## src/rtl/modn_pkg.sv

```systemverilog
package modn_pkg;

  typedef enum logic [1:0] {
    ACT_HOLD = 2'd0,
    ACT_STEP = 2'd1,
    ACT_WRAP = 2'd2,
    ACT_LOAD = 2'd3
  } act_e;

endpackage

```

## src/rtl/modn_preload.sv

```systemverilog
module modn_preload #(
  parameter int W = 4
) (
  input  logic [W:0]   divisor,
  output logic [W-1:0] preload
);
  localparam int MODV = 1 << W;

  function automatic int clamp_div(input int d);
    if (d < 2)    return 2;
    if (d > MODV) return MODV;
    return d;
  endfunction

  function automatic logic [W-1:0] start_of(input int d);
    int s;
    s = MODV - clamp_div(d);
    return s[W-1:0];
  endfunction

  assign preload = start_of(int'(divisor));

  always_comb begin
    assert_start_range_R8: assert (int'(preload) <= MODV - 2)
      else $error("start value leaves room for fewer than two states");
  end
endmodule

```

## src/rtl/modn_ctrl.sv

```systemverilog
module modn_ctrl
  import modn_pkg::*;
#(
  parameter int W = 4
) (
  input  logic         rst,
  input  logic         cnt_en,
  input  logic [W-1:0] count,
  input  logic [W-1:0] preload,
  output act_e         act,
  output logic         bad_state,
  output logic         at_top
);
  localparam logic [W-1:0] TOP = {W{1'b1}};

  assign bad_state = (count < preload);
  assign at_top    = (count == TOP);

  always_comb begin
    if (rst || bad_state) act = ACT_LOAD;
    else if (!cnt_en)     act = ACT_HOLD;
    else if (at_top)      act = ACT_WRAP;
    else                  act = ACT_STEP;
  end
endmodule

```

## src/rtl/modn_count.sv

```systemverilog
module modn_count
  import modn_pkg::*;
#(
  parameter int W = 4
) (
  input  logic         clk,
  input  logic         rst,
  input  act_e         act,
  input  logic [W-1:0] preload,
  output logic [W-1:0] count
);
  always_ff @(posedge clk) begin
    case (act)
      ACT_STEP: count <= count + 1'b1;
      ACT_WRAP: count <= preload;
      ACT_LOAD: count <= preload;
      default:  count <= count;
    endcase
  end

  assert_step_R2: assert property (@(posedge clk) disable iff (rst)
    act == ACT_STEP |=> count == W'($past(count) + 1'b1));
  assert_wrap_R3: assert property (@(posedge clk) disable iff (rst)
    act == ACT_WRAP |=> count == $past(preload));
  assert_hold_R5: assert property (@(posedge clk) disable iff (rst)
    act == ACT_HOLD |=> $stable(count));
endmodule

```

## src/rtl/modn_divider.sv

```systemverilog
module modn_divider
  import modn_pkg::*;
#(
  parameter int W = 4
) (
  input  logic         clk,
  input  logic         rst,
  input  logic         cnt_en,
  input  logic [W:0]   divisor,
  output logic [W-1:0] count,
  output logic         tc,
  output logic         tap_lo,
  output logic         tap_hi
);
  logic [W-1:0] preload;
  logic         bad_state;
  logic         at_top;
  act_e         act;

  modn_preload #(.W(W)) u_pre (
    .divisor (divisor),
    .preload (preload)
  );

  modn_ctrl #(.W(W)) u_ctrl (
    .rst       (rst),
    .cnt_en    (cnt_en),
    .count     (count),
    .preload   (preload),
    .act       (act),
    .bad_state (bad_state),
    .at_top    (at_top)
  );

  modn_count #(.W(W)) u_cnt (
    .clk     (clk),
    .rst     (rst),
    .act     (act),
    .preload (preload),
    .count   (count)
  );

  assign tc     = at_top & cnt_en;
  assign tap_lo = count[0];
  assign tap_hi = count[1];

  assert_tc_reload_R4: assert property (@(posedge clk) disable iff (rst)
    tc |=> count == $past(preload));
  assert_repair_R6: assert property (@(posedge clk) disable iff (rst)
    bad_state |=> count == $past(preload));
  assert_idle_tc_R5: assert property (@(posedge clk) disable iff (rst)
    !cnt_en |-> !tc);
  assert_reset_R1: assert property (@(posedge clk)
    rst |=> count == $past(preload) || rst);
endmodule

```

## config.mk

```make
export PLATFORM = sky130hd
export DESIGN_NAME = modn_divider
export DESIGN_NICKNAME = d
export VERILOG_FILES = /design/src/rtl/modn_pkg.sv /design/src/rtl/modn_preload.sv /design/src/rtl/modn_ctrl.sv /design/src/rtl/modn_count.sv /design/src/rtl/modn_divider.sv
export SDC_FILE = /design/constraint.sdc
export NUM_CORES = 1
export LEC_CHECK = 0
export BUFFER_PORTS_ARGS = -buffer_cell sky130_fd_sc_hd__buf_2
export CAP_MARGIN = 20
export CORE_AREA = 2 2 39 41
export CTS_CLUSTER_SIZE = 16
export DETAILED_ROUTE_END_ITERATION = 6
export DIE_AREA = 0 0 41 43
export PLACE_DENSITY = 0.65
export SYNTH_ARGS = -nofsm -noshare
export SYNTH_HDL_FRONTEND = slang
export SYNTH_HIERARCHICAL = 1
export SYNTH_SLANG_ARGS = --single-unit
```

## constraint.sdc

```tcl
create_clock -name clk -period 2.1 [get_ports clk]
set_input_delay 0.105 -clock clk [delete_from_list [all_inputs] [get_ports clk]]
set_output_delay 0.105 -clock clk [all_outputs]
set_load 0.1 [all_outputs]
```

==> flow_metrics.env <==
export IMPL_cp_start_kind="input pin"
export IMPL_fin_crit_sh=0.944
export IMPL_io_pins=15
export IMPL_place_gp_congestion=0.738
export IMPL_die_y_um=43
export IMPL_cts_clk_slew_worst_paths_ps=40
export IMPL_syn_inst=45
export IMPL_syn_num_nets=58
export IMPL_setup_viol=0
export IMPL_ys_warnings_count=6
export IMPL_antenna_found_initial=0
export IMPL_grt_pass1_vias=349
export IMPL_diodes=0
export IMPL_slowest_delay_ps=400
export IMPL_post_place_ws_ps=-198
export IMPL_crit_chain="buf_2 > buf_4 > nor2_1 > o21ai_0 > ha_1 > inv_1 > ha_1 > a2111o_1 > nand3_2 > mux2_4"
export IMPL_coreArea_sq_um=1380
export IMPL_initial_utilization=0.291
export IMPL_grt_pass1_wl_um=1420
export IMPL_num_fill_cells=148
export IMPL_cts_resized=0
export IMPL_cts_tree="built"
export IMPL_htreeDepth=1
export IMPL_rsz0062_at_grt="no"
export IMPL_cts_buffer_depth=2
export IMPL_cp_slowest_cell="a2111o_1"
export IMPL_max_clock_freq_mhz=505
export IMPL_portBuffers=14
export IMPL_rows=14
export IMPL_status="complete, no violations"
export IMPL_cp_top_family="adder cells"
export IMPL_final_max_slew_violation_count=0
export IMPL_cp_arrival_ps=1970
export IMPL_worstMarginPinSlew_ps=484
export IMPL_hold_viol=0
export IMPL_grt_ovfl_total=0
export IMPL_relSlewSlack=0.679
export IMPL_vias_per_cell=4.64
export IMPL_die_width_um=41
export IMPL_syn_to_final_growth_pct=44.4
export IMPL_drc_errors=0
export IMPL_crit_top_cell="ha_1"
export IMPL_top_register="u_cnt/count"
export IMPL_fin_crit_ps=1980
export IMPL_cts_hold_buf=0
export IMPL_postCtsSetupRepairBufs=0
export IMPL_drtIter0Drc=4
export IMPL_min_path_type="in2reg"
export IMPL_crit_path_end_kind="flop"
export IMPL_routed_wl_um=856
export IMPL_cts_buffers=3
export IMPL_hpwl_um=722
export IMPL_clock_latency_ps=240
export IMPL_syn_area_sq_um=403
export IMPL_setup_slack_ps=119
export IMPL_critical_path_class="in2reg"
export IMPL_required_ps=2080
export IMPL_drv_cap=0
export IMPL_layout_drive_gt1_share=0.464
export IMPL_grt_max_degree=8
export IMPL_ant_nets=0
export IMPL_dieArea_sq_um=1760
export IMPL_nets=84
export IMPL_via_count=394
export IMPL_reg_top3="u_cnt/count x4"
export IMPL_cts_root_buf="clkbuf_4"
export IMPL_grtUsageTotal=0.122
export IMPL_drtPass1Iterations=4
export IMPL_cp_num_buf_inv=3
export IMPL_largest_reg_flops=4
export IMPL_avgSynthCellArea_sq_um=8.95
export IMPL_wl_per_cell_um=10.1
export IMPL_crit_fanout=5
export IMPL_clock_sinks=4
export IMPL_finClkSkew_ps=0.503
## worst min-delay path, stage by stage
cell     delay (ps)
buf_2            90
a21oi_1          40
nand3_2         110
nand2_1          60
o21ai_1          60
## stage by stage
stage          cell area (sq um)  instances  hold WS [ps]  TNS, ps   util
3_3_place_gp                 552         82           584     -752  0.399
2_1_floorplan                409         45           404    -1670      -
4_1_cts                      574         85           330        0  0.415
6_report                     582         85           338        0  0.420
3_5_place_dp                 552         82           581     -888  0.399
5_1_grt                      582         85           373        0  0.420
## cells in the final DEF (no fill, tap or decap), drive strengths merged
cell type	count
nor2b	1
o21ai	5
nand2b	2
o311a	1
ha	5
buf	23
nand4	1
and2	1
xnor2	2
mux2	1
clkbuf	3
nand2	3
or3	1
inv	5
o311ai	1
xor2	1
or2	1
a2111o	1
nor2	1
a21oi	3
nand3	3
edfxtp	4
## cell type report
class | count | area [sq um] | area share
timing repair buffer | 23 | 138 | 0.237
inverter | 5 | 18.8 | 0.0323
multi-input combinational | 34 | 263 | 0.452
tap | 16 | 20.0 | 0.0344
clock buffer | 3 | 22.5 | 0.0387
sequential | 4 | 120 | 0.206
## final timing paths
kind	slack, ps	end	depth (start not counted)	startpoint
min	340	u_cnt/count[3]	5	rst
max	120	u_cnt/count[1]	10	divisor[2]
min reg2reg	720	u_cnt/count[3]	2	u_cnt/count[3]
max reg2reg	320	u_cnt/count[1]	4	u_cnt/count[0]
## per-layer routing
metal / vias to the layer above / track usage / wire [um]
met5: - / 0 / 0
met4: 0 / 0.0800 / 0
met3: 0 / 0.0314 / 69
met2: 17 / 0.178 / 403
met1: 167 / 0.149 / 382
li1: 210 / - / -
Power is left out: the tool's default activity adds up to more than one toggle a clock period on the data nets, which glitch-free logic cannot reach.
